### src/rtl/spi_tmg_pkg.sv
package spi_tmg_pkg;

  typedef enum logic [2:0] {
    ST_REST,
    ST_LEAD_IN,
    ST_PH_A,
    ST_PH_B,
    ST_TAIL,
    ST_GAP
  } tmg_state_e;

  // Select is driven active in these phases only.
  function automatic logic cs_engaged(input tmg_state_e s);
    return (s == ST_LEAD_IN) || (s == ST_PH_A) || (s == ST_PH_B) || (s == ST_TAIL);
  endfunction

endpackage

### src/rtl/spi_tmg_seq.sv
module spi_tmg_seq
  import spi_tmg_pkg::*;
#(
  parameter int unsigned CNT_W  = 16,
  parameter int unsigned BASE_W = 8,
  parameter int unsigned IDLE_W = 8,
  parameter int unsigned BITS_W = 8
) (
  input  logic              clk,
  input  logic              rst_n,
  input  logic              start,
  input  logic              ext_mode,
  input  logic [CNT_W-1:0]  high_m1,
  input  logic [CNT_W-1:0]  low_m1,
  input  logic [CNT_W-1:0]  setup_m1,
  input  logic [CNT_W-1:0]  hold_m1,
  input  logic [IDLE_W-1:0] idle_m1,
  input  logic [BITS_W-1:0] bits_m1,
  input  logic              cpol,
  input  logic              cs_high,
  output tmg_state_e        state,
  output logic [CNT_W-1:0]  cnt,
  output logic [CNT_W-1:0]  phase_len,
  output logic              first_cyc,
  output logic              accept,
  output logic              cpol_q,
  output logic              cs_high_q
);

  localparam int unsigned EXT_BITS = CNT_W - BASE_W;

  logic [CNT_W-1:0]  high_n, low_n, setup_n, hold_n;
  logic [CNT_W-1:0]  high_q, low_q, setup_q, hold_q;
  logic [IDLE_W-1:0] idle_q;
  logic [BITS_W-1:0] bits_q, bit_idx;
  logic              phase_end;

  // Field width selection: narrow mode drops the upper bits.
  generate
    if (CNT_W > BASE_W) begin : g_narrow
      function automatic logic [CNT_W-1:0] fit(input logic [CNT_W-1:0] v, input logic wide);
        return wide ? v : {{EXT_BITS{1'b0}}, v[BASE_W-1:0]};
      endfunction
      assign high_n  = fit(high_m1, ext_mode);
      assign low_n   = fit(low_m1, ext_mode);
      assign setup_n = fit(setup_m1, ext_mode);
      assign hold_n  = fit(hold_m1, ext_mode);
    end else begin : g_flat
      assign high_n  = high_m1;
      assign low_n   = low_m1;
      assign setup_n = setup_m1;
      assign hold_n  = hold_m1;
    end
  endgenerate

  assign accept = start && (state == ST_REST);

  always_ff @(posedge clk or negedge rst_n) begin
    if (!rst_n) begin
      high_q    <= '0;
      low_q     <= '0;
      setup_q   <= '0;
      hold_q    <= '0;
      idle_q    <= '0;
      bits_q    <= '0;
      cpol_q    <= 1'b0;
      cs_high_q <= 1'b0;
    end else if (accept) begin
      high_q    <= high_n;
      low_q     <= low_n;
      setup_q   <= setup_n;
      hold_q    <= hold_n;
      idle_q    <= idle_m1;
      bits_q    <= bits_m1;
      cpol_q    <= cpol;
      cs_high_q <= cs_high;
    end
  end

  // Length (minus one) of the phase now running.
  always_comb begin
    unique case (state)
      ST_LEAD_IN: phase_len = setup_q;
      ST_PH_A:    phase_len = cpol_q ? low_q : high_q;
      ST_PH_B:    phase_len = cpol_q ? high_q : low_q;
      ST_TAIL:    phase_len = hold_q;
      ST_GAP:     phase_len = CNT_W'(idle_q);
      default:    phase_len = '0;
    endcase
  end

  assign phase_end = (cnt == phase_len);
  assign first_cyc = (cnt == '0);

  always_ff @(posedge clk or negedge rst_n) begin
    if (!rst_n) begin
      state   <= ST_REST;
      cnt     <= '0;
      bit_idx <= '0;
    end else if (state == ST_REST) begin
      cnt     <= '0;
      bit_idx <= '0;
      if (start) state <= ST_LEAD_IN;
    end else if (!phase_end) begin
      cnt <= cnt + 1'b1;
    end else begin
      cnt <= '0;
      unique case (state)
        ST_LEAD_IN: state <= ST_PH_A;
        ST_PH_A:    state <= ST_PH_B;
        ST_PH_B: begin
          if (bit_idx == bits_q) begin
            state <= ST_TAIL;
          end else begin
            state   <= ST_PH_A;
            bit_idx <= bit_idx + 1'b1;
          end
        end
        ST_TAIL: state <= ST_GAP;
        default: state <= ST_REST;
      endcase
    end
  end

endmodule

### src/rtl/spi_tmg_drive.sv
module spi_tmg_drive
  import spi_tmg_pkg::*;
(
  input  tmg_state_e state,
  input  logic       first_cyc,
  input  logic       cpol_q,
  input  logic       cs_high_q,
  input  logic       cpol,
  input  logic       cs_high,
  output logic       sck,
  output logic       cs,
  output logic       lead_stb,
  output logic       trail_stb,
  output logic       busy
);

  logic cpol_sel, cs_sel;

  assign busy      = (state != ST_REST);
  // At rest the live polarity settings drive the pins.
  assign cpol_sel  = busy ? cpol_q : cpol;
  assign cs_sel    = busy ? cs_high_q : cs_high;
  assign sck       = cpol_sel ^ (state == ST_PH_A);
  assign cs        = cs_engaged(state) ? cs_sel : ~cs_sel;
  assign lead_stb  = (state == ST_PH_A) && first_cyc;
  assign trail_stb = (state == ST_PH_B) && first_cyc;

endmodule

### src/rtl/spi_sck_cs_timer.sv
module spi_sck_cs_timer
  import spi_tmg_pkg::*;
#(
  parameter int unsigned CNT_W  = 16,
  parameter int unsigned BASE_W = 8,
  parameter int unsigned IDLE_W = 8,
  parameter int unsigned BITS_W = 8
) (
  input  logic              clk,
  input  logic              rst_n,
  input  logic              start,
  input  logic              ext_mode,
  input  logic [CNT_W-1:0]  cfg_sck_high,
  input  logic [CNT_W-1:0]  cfg_sck_low,
  input  logic [CNT_W-1:0]  cfg_cs_setup,
  input  logic [CNT_W-1:0]  cfg_cs_hold,
  input  logic [IDLE_W-1:0] cfg_cs_idle,
  input  logic [BITS_W-1:0] cfg_bits,
  input  logic              cpol,
  input  logic              cs_active_high,
  output logic              sck,
  output logic              cs,
  output logic              lead_stb,
  output logic              trail_stb,
  output logic              busy
);

  tmg_state_e       state;
  logic [CNT_W-1:0] cnt;
  logic [CNT_W-1:0] phase_len;
  logic             first_cyc;
  logic             accept;
  logic             cpol_q;
  logic             cs_high_q;

  spi_tmg_seq #(
    .CNT_W (CNT_W),
    .BASE_W(BASE_W),
    .IDLE_W(IDLE_W),
    .BITS_W(BITS_W)
  ) u_seq (
    .clk      (clk),
    .rst_n    (rst_n),
    .start    (start),
    .ext_mode (ext_mode),
    .high_m1  (cfg_sck_high),
    .low_m1   (cfg_sck_low),
    .setup_m1 (cfg_cs_setup),
    .hold_m1  (cfg_cs_hold),
    .idle_m1  (cfg_cs_idle),
    .bits_m1  (cfg_bits),
    .cpol     (cpol),
    .cs_high  (cs_active_high),
    .state    (state),
    .cnt      (cnt),
    .phase_len(phase_len),
    .first_cyc(first_cyc),
    .accept   (accept),
    .cpol_q   (cpol_q),
    .cs_high_q(cs_high_q)
  );

  spi_tmg_drive u_drive (
    .state    (state),
    .first_cyc(first_cyc),
    .cpol_q   (cpol_q),
    .cs_high_q(cs_high_q),
    .cpol     (cpol),
    .cs_high  (cs_active_high),
    .sck      (sck),
    .cs       (cs),
    .lead_stb (lead_stb),
    .trail_stb(trail_stb),
    .busy     (busy)
  );

endmodule

### config.mk
export PLATFORM = sky130hd
export DESIGN_NAME = spi_sck_cs_timer
export DESIGN_NICKNAME = d
export VERILOG_FILES = /design/src/rtl/spi_tmg_pkg.sv /design/src/rtl/spi_tmg_seq.sv /design/src/rtl/spi_tmg_drive.sv /design/src/rtl/spi_sck_cs_timer.sv
export SDC_FILE = /design/constraint.sdc
export NUM_CORES = 1
export LEC_CHECK = 0
export ABC_CLOCK_PERIOD_IN_PS = 3300
export BUFFER_PORTS_ARGS = -buffer_cell sky130_fd_sc_hd__buf_2
export CAP_MARGIN = 20
export CORE_ASPECT_RATIO = 0.5
export CORE_MARGIN = 4
export CORE_UTILIZATION = 45
export CTS_BUF_LIST = sky130_fd_sc_hd__clkbuf_4 sky130_fd_sc_hd__clkbuf_8
export CTS_CLUSTER_SIZE = 10
export DETAILED_ROUTE_END_ITERATION = 6
export GPL_TIMING_DRIVEN = 0
export PLACE_DENSITY = 0.66
export SLEW_MARGIN = 10
export SYNTH_ARGS = -nofsm -noshare
export SYNTH_HDL_FRONTEND = slang
export SYNTH_SLANG_ARGS = --single-unit
### constraint.sdc
create_clock -name clk -period 3.3 [get_ports clk]
set_clock_uncertainty 0.05 [all_clocks]
set_input_delay 0.66 -clock clk [delete_from_list [all_inputs] [get_ports clk]]
set_output_delay 0.66 -clock clk [all_outputs]
set_load 0.02 [all_outputs]
* Word level (Yosys, flattened, before mapping)
Cells that the tools add are included.
Storage, ports and cells: register bits after elaboration 109, input bits 86, output and inout bits 5, word-level logic and storage cells 58
Cells by class: add/subtract/negate cells 2, equal/unequal tests 9, mux-type cells 21, bitwise gates (word level) 2, reduce and logical (&&, ||, !) cells 13
Operators by type and width (count):
- $mux 16 | 8
- $pmux 16 s5 | 1
- $mux 8 | 4
- $add 16x1->16 const B | 1
- $eq 16x16->1 | 1
- $logic_not 16->1 | 1
- $mux 3 | 4
- $pmux 3 s4 | 1
- $add 8x1->8 const B | 1
- $eq 8x8->1 | 1
- $eq 3x2->1 const B | 2
- $eq 3x3->1 const B | 2
- $reduce_bool 2->1 | 2
- $eq 3x1->1 const B | 1
- $logic_and 1x1->1 | 3
- $logic_not 3->1 | 1
- $logic_or 1x1->1 | 3
- $mux 1 | 3
- $reduce_and 3->1 | 1
- $reduce_bool 3->1 | 1
- $ne 2x1->1 const B | 1
- $ne 2x2->1 const B | 1
- $reduce_and 2->1 | 1
- $not 1->1 | 1
- $xor 1x1->1 | 1

* Longest topological paths before layout
depth after elaboration 5, depth in mapped cells 13, mapped depth without buffers 8

* By module
From an unflattened synthesis, not the netlist that was laid out.
Unflattened totals: cell total of the unflattened synthesis 588, area, all modules 5974.5 um^2
Modules (own cells, without submodules):
- spi_tmg_seq | times used 1, cells each 574, area an instance 5883.1 um^2, seq. area each 2727.6 um^2
- spi_tmg_drive | times used 1, cells each 14, area an instance 91.3 um^2, seq. area each 0.0 um^2

* Worst setup path after synthesis
Ideal clock, no wire load.
kind flip-flop to flip-flop, from register u_seq.state[0], to register u_seq.cnt[9], setup time 0.119 ns, data arrival time 2.351 ns, required time 3.131 ns, setup slack 0.780 ns, cell stages (with the launch flop) 11, path buffers 2, clock period less this slack 2.520 ns, cells stage by stage dfrtp_1 xor2_2 mux2_2 a21oi_1 xnor2_1 nor4_1 and4_4 or2_1 buf_6 buf_8 nor2_1
Between the ends: cells in the longest elaborated chain, start to end 5, elaborated cells on any way between the ends 10, those cells by class eq/ne: 6; mux: 3; reduce/logical: 1
RTL lines:
- start, declared | line spi_tmg_seq.sv:21 | output tmg_state_e state,
- start signal, assigned | line spi_tmg_seq.sv:97 | state <= ST_REST;
- start signal, assigned | line spi_tmg_seq.sv:103 | if (start) state <= ST_LEAD_IN;
- start signal, assigned | line spi_tmg_seq.sv:109 | ST_LEAD_IN: state <= ST_PH_A;
- $eq 3x3->1, or another cell as far along | line spi_tmg_seq.sv:82 | unique case (state)
- $pmux 16 s5 | line spi_tmg_seq.sv:82
- $eq 16x16->1 | line spi_tmg_seq.sv:92 | assign phase_end = (cnt == phase_len);
- $mux 16 | line spi_tmg_seq.sv:104 | end else if (!phase_end) begin
- $mux 16 (*) | line spi_tmg_seq.sv:100 | end else if (state == ST_REST) begin
- end signal, assigned | line spi_tmg_seq.sv:105 | cnt <= cnt + 1'b1;
- end, declared | line spi_tmg_seq.sv:22 | output logic [CNT_W-1:0] cnt,
Mark *: on every way between the ends. The rest lies on a longest branch, timed or not. A chain may end at the register's enable or synchronous reset.

* Final worst setup path
from register u_seq.state[2], to output lead_stb
Between the ends: cells in the longest elaborated chain, start to end 2
RTL lines:
- $eq 3x2->1 | line spi_tmg_drive.sv:25 | assign lead_stb = (state == ST_PH_A) && first_cyc;
- $logic_and 1x1->1 | line spi_tmg_drive.sv:25
- end, declared | line spi_sck_cs_timer.sv:23 | output logic lead_stb,
Every way passes these cells.

==> results.sh <==
export IMPL_status="finished, final reports clean"
export IMPL_synth_main_ff_cell="sky130_fd_sc_hd__dfrtp_1"
export IMPL_cp_start_kind="flop"
export IMPL_timing_setup_critical_path_class="flop to primary output"
export IMPL_clock_latency_ns=0.39
export IMPL_clock_tree_htree_level_count=3
export IMPL_synth_largest_area_cell="sky130_fd_sc_hd__dfrtp_1"
export IMPL_drt_iter0_markers=207
export IMPL_final_setup_tns_ns=0
export IMPL_hold_buffers=0
export IMPL_worstHoldPathType="input pin to asynchronous set/reset pin"
export IMPL_max_clock_path_buffers=2
export IMPL_floorplan_die_area_um2=14300
export IMPL_root_cell_of_the_clock_tree="sky130_fd_sc_hd__clkbuf_8"
export IMPL_maxClockFrequency_mhz=325
export IMPL_via_per_inst=5.34
export IMPL_grt_usage_pct=19.4
export IMPL_layout_area_growth_over_synthesis_pct=15.9
export IMPL_critical_path_top_cell_by_count="sky130_fd_sc_hd__buf_2"
export IMPL_first_global_vias=4208
export IMPL_post_synth_cell_area_avg_um2=10.2
export IMPL_synth_yosys_seq_area_share_pct=49.2
export IMPL_worst_path_arrival_time_ns=2.37
export IMPL_numClockSinks=109
export IMPL_vias_after_detailed_routing=4355
export IMPL_setup_fix_buffers_added_after_clock_tree_synthesis=0
export IMPL_end_kind="primary output"
export IMPL_worst_setup_hold_path_clk_slew_ns=0.10
export IMPL_antenna_left=0
export IMPL_netlist_area_um2=5540
export IMPL_tritoncts_num_buffers=9
export IMPL_io_buffer_count=90
export IMPL_p_per_area_nw_per_um2=782
export IMPL_most_common_layout_cells="sky130_fd_sc_hd__dfrtp_1 (109), sky130_fd_sc_hd__buf_2 (99), sky130_fd_sc_hd__nand2_1 (76), sky130_fd_sc_hd__mux2_2 (55)"
export IMPL_grt_first_pass_wirelength_um=21500
export IMPL_num_antenna_cells=0
export IMPL_fp_coreArea_um2=11900
export IMPL_tritoncts="done"
export IMPL_setup_viols_final=0
export IMPL_grt_max_degree=83
export IMPL_synth_lib_cells_used_distinct=55
export IMPL_finalNetCount=734
export IMPL_fin_max_slew_vios=0
export IMPL_synth_cells=543
export IMPL_critPathMaxFanout=10
export IMPL_max_slew_worst_pin_slew_ns=0.938
export IMPL_synth_fp_nets=632
export IMPL_drt_pass1_iter_count=5
export IMPL_cts_resized=0
export IMPL_layout_cell_share_with_drive_strength_beyond_1_pct=28.6
export IMPL_initial_core_util_pct=46.5
export IMPL_avgRoutedWirePerCell_um=16.6
export IMPL_placement_rows=28
export IMPL_worst_ir_drop_vdd_uv=335
export IMPL_layout_filler_cells=1132
export IMPL_timing_critical_path_cells="buf_2 > nor2b_1 > buf_2 > buf_2 > nand4_1 > nor3_1 > buf_2"
export IMPL_dieHeight_um=86.5
export IMPL_period_share_pct=93.2
export IMPL_timing_critical_path_buf_inv=4
export IMPL_detailed_place_hpwl_um=10300
export IMPL_cellLeakagePower_nw=2.95
export IMPL_worst_slew_margin_rel_pct=36.9
export IMPL_maxCapViolations=0
export IMPL_drc=0
export IMPL_timing_critical_path_max_delay_family="buffers and inverters"
export IMPL_timing_hold_violations_final=0
export IMPL_final_area_um2=6420
export IMPL_ios=91
export IMPL_post_dp_cell_area_um2=6230
export IMPL_grt_setup_unrepaired="false"
export IMPL_synth_yosys_warnings=0
export IMPL_cpPeakStageDelay_ns=0.37
export IMPL_worst_path_max_delay_cell="sky130_fd_sc_hd__dfrtp_1"
export IMPL_die_width_um=165
export IMPL_post_route_min_period_ns=3.08
export IMPL_flip_flop_and_latch_count_after_synthesis=109
export IMPL_route_final_wire_length_um=13500
export IMPL_antenna_found_initial=0
export IMPL_place_congestion=0.851
export IMPL_synth_enable_flop_cells=0
export IMPL_layout_commonest_cell="sky130_fd_sc_hd__dfrtp_1"
export IMPL_synthArstFlopShare_pct=100
export IMPL_yosysTopAreaCellShare_pct=49.2
export IMPL_required_ns=2.59
export IMPL_grt_overflow_total=0
export IMPL_synth_top_cells_by_area="sky130_fd_sc_hd__dfrtp_1 (49%), sky130_fd_sc_hd__mux2_2 (11%), sky130_fd_sc_hd__nand2_1 (5.1%), sky130_fd_sc_hd__xnor2_1 (3.5%), sky130_fd_sc_hd__o21ai_0 (3.0%)"
-- synth_stat cells (4+ instances only) --
master	instances
sky130_fd_sc_hd__clkbuf_1	17
sky130_fd_sc_hd__inv_1	12
sky130_fd_sc_hd__buf_2	10
sky130_fd_sc_hd__mux2i_1	10
sky130_fd_sc_hd__nand2_1	76
sky130_fd_sc_hd__nand4_1	10
sky130_fd_sc_hd__xnor2_1	22
sky130_fd_sc_hd__o21ai_0	33
sky130_fd_sc_hd__nor2_1	33
sky130_fd_sc_hd__nand3_1	31
sky130_fd_sc_hd__mux2_2	55
sky130_fd_sc_hd__xor2_1	14
sky130_fd_sc_hd__nor3_1	7
sky130_fd_sc_hd__a22oi_1	6
sky130_fd_sc_hd__nor2b_1	4
sky130_fd_sc_hd__buf_6	5
sky130_fd_sc_hd__dfrtp_1	109
sky130_fd_sc_hd__nor4_1	5
sky130_fd_sc_hd__a21oi_1	14
sky130_fd_sc_hd__a32oi_1	5
sky130_fd_sc_hd__and3_1	11
-- stage by stage --
step / utilization, % / hold WS [ns] / instances / setup WS [ns] / total power [mW]
finish: 53.9 / 0.0835 / 815 / 0.225 / 5.02
global route: 53.9 / 0.0798 / 815 / 0.0356 / 5.36
CTS: 53.9 / 0.0831 / 815 / 0.208 / 5.03
detailed placement: 52.3 / 0.419 / 799 / 0.283 / 4.24
global placement: 52.0 / 0.410 / 798 / 0.204 / 4.18
floorplan: - / 0.314 / 543 / 0.780 / 3.63
-- cell type report --
cell class	count	area, um2	share of cell area (%)
clock buffers	9	124	1.93
plain buffers	36	200	3.12
inverters	13	48.8	0.760
flip-flops and latches	109	2730	42.5
repair buffers	91	484	7.54
well taps	165	206	3.22
multi-input cells	385	2560	39.9
clock inverters	7	63.8	0.994
-- report_power, final --
group          internal (mW)  switching [mW]  total [mW]
clock network          0.294           0.492       0.785
registers               1.85           0.357        2.21
logic                  0.948            1.08        2.03
-- routing by layer --
metal / vias up / global-route usage (%) / share of wire, %
li1: 2108 / - / -
met1: 2108 / 29.2 / 51
met2: 129 / 28.9 / 42
met3: 10 / 4.66 / 6.2
met4: 0 / 3.40 / 0.75
met5: - / 0 / 0
-- cells by family after synthesis --
| kind of cell | share of synthesized area, % |
|---|---|
| multiplexers | 13.0 |
| adder cells (fa/ha/maj) | 0.678 |
| buffers and inverters | 4.49 |
| XOR/XNOR | 5.98 |
| flip-flops | 49.2 |
| AO/OA/AOI/OAI | 10.3 |
| AND/OR/NAND/NOR | 16.4 |
-- path summary, 6_finish.rpt --
| path | cells past startpoint | to | start | slack [ns] |
|---|---|---|---|---|
| worst max-delay path | 7 | lead_stb | u_seq.state[2] | 0.22 |
| worst min-delay path | 1 | u_seq.bits_q[1] | rst_n | 0.08 |
| worst max register to register | 9 | u_seq.bit_idx[5] | u_seq.state[2] | 0.27 |
| worst min register to register | 2 | u_seq.setup_q[14] | u_seq.setup_q[14] | 0.44 |
| max in group asynchronous | 2 | u_seq.setup_q[0] | rst_n | 2.42 |
| min in group clk | 2 | u_seq.setup_q[14] | u_seq.setup_q[14] | 0.44 |
-- sequential cells by signal, indices dropped and copies added, names as in the netlist --
signal	flops
u_seq.bit_idx	8
u_seq.bits_q	8
u_seq.cnt	16
u_seq.cpol_q	1
u_seq.cs_high_q	1
u_seq.high_q	16
u_seq.hold_q	16
u_seq.idle_q	8
u_seq.low_q	16
u_seq.setup_q	16
u_seq.state	3
No activity file was read; power rests on OpenSTA's default activity.
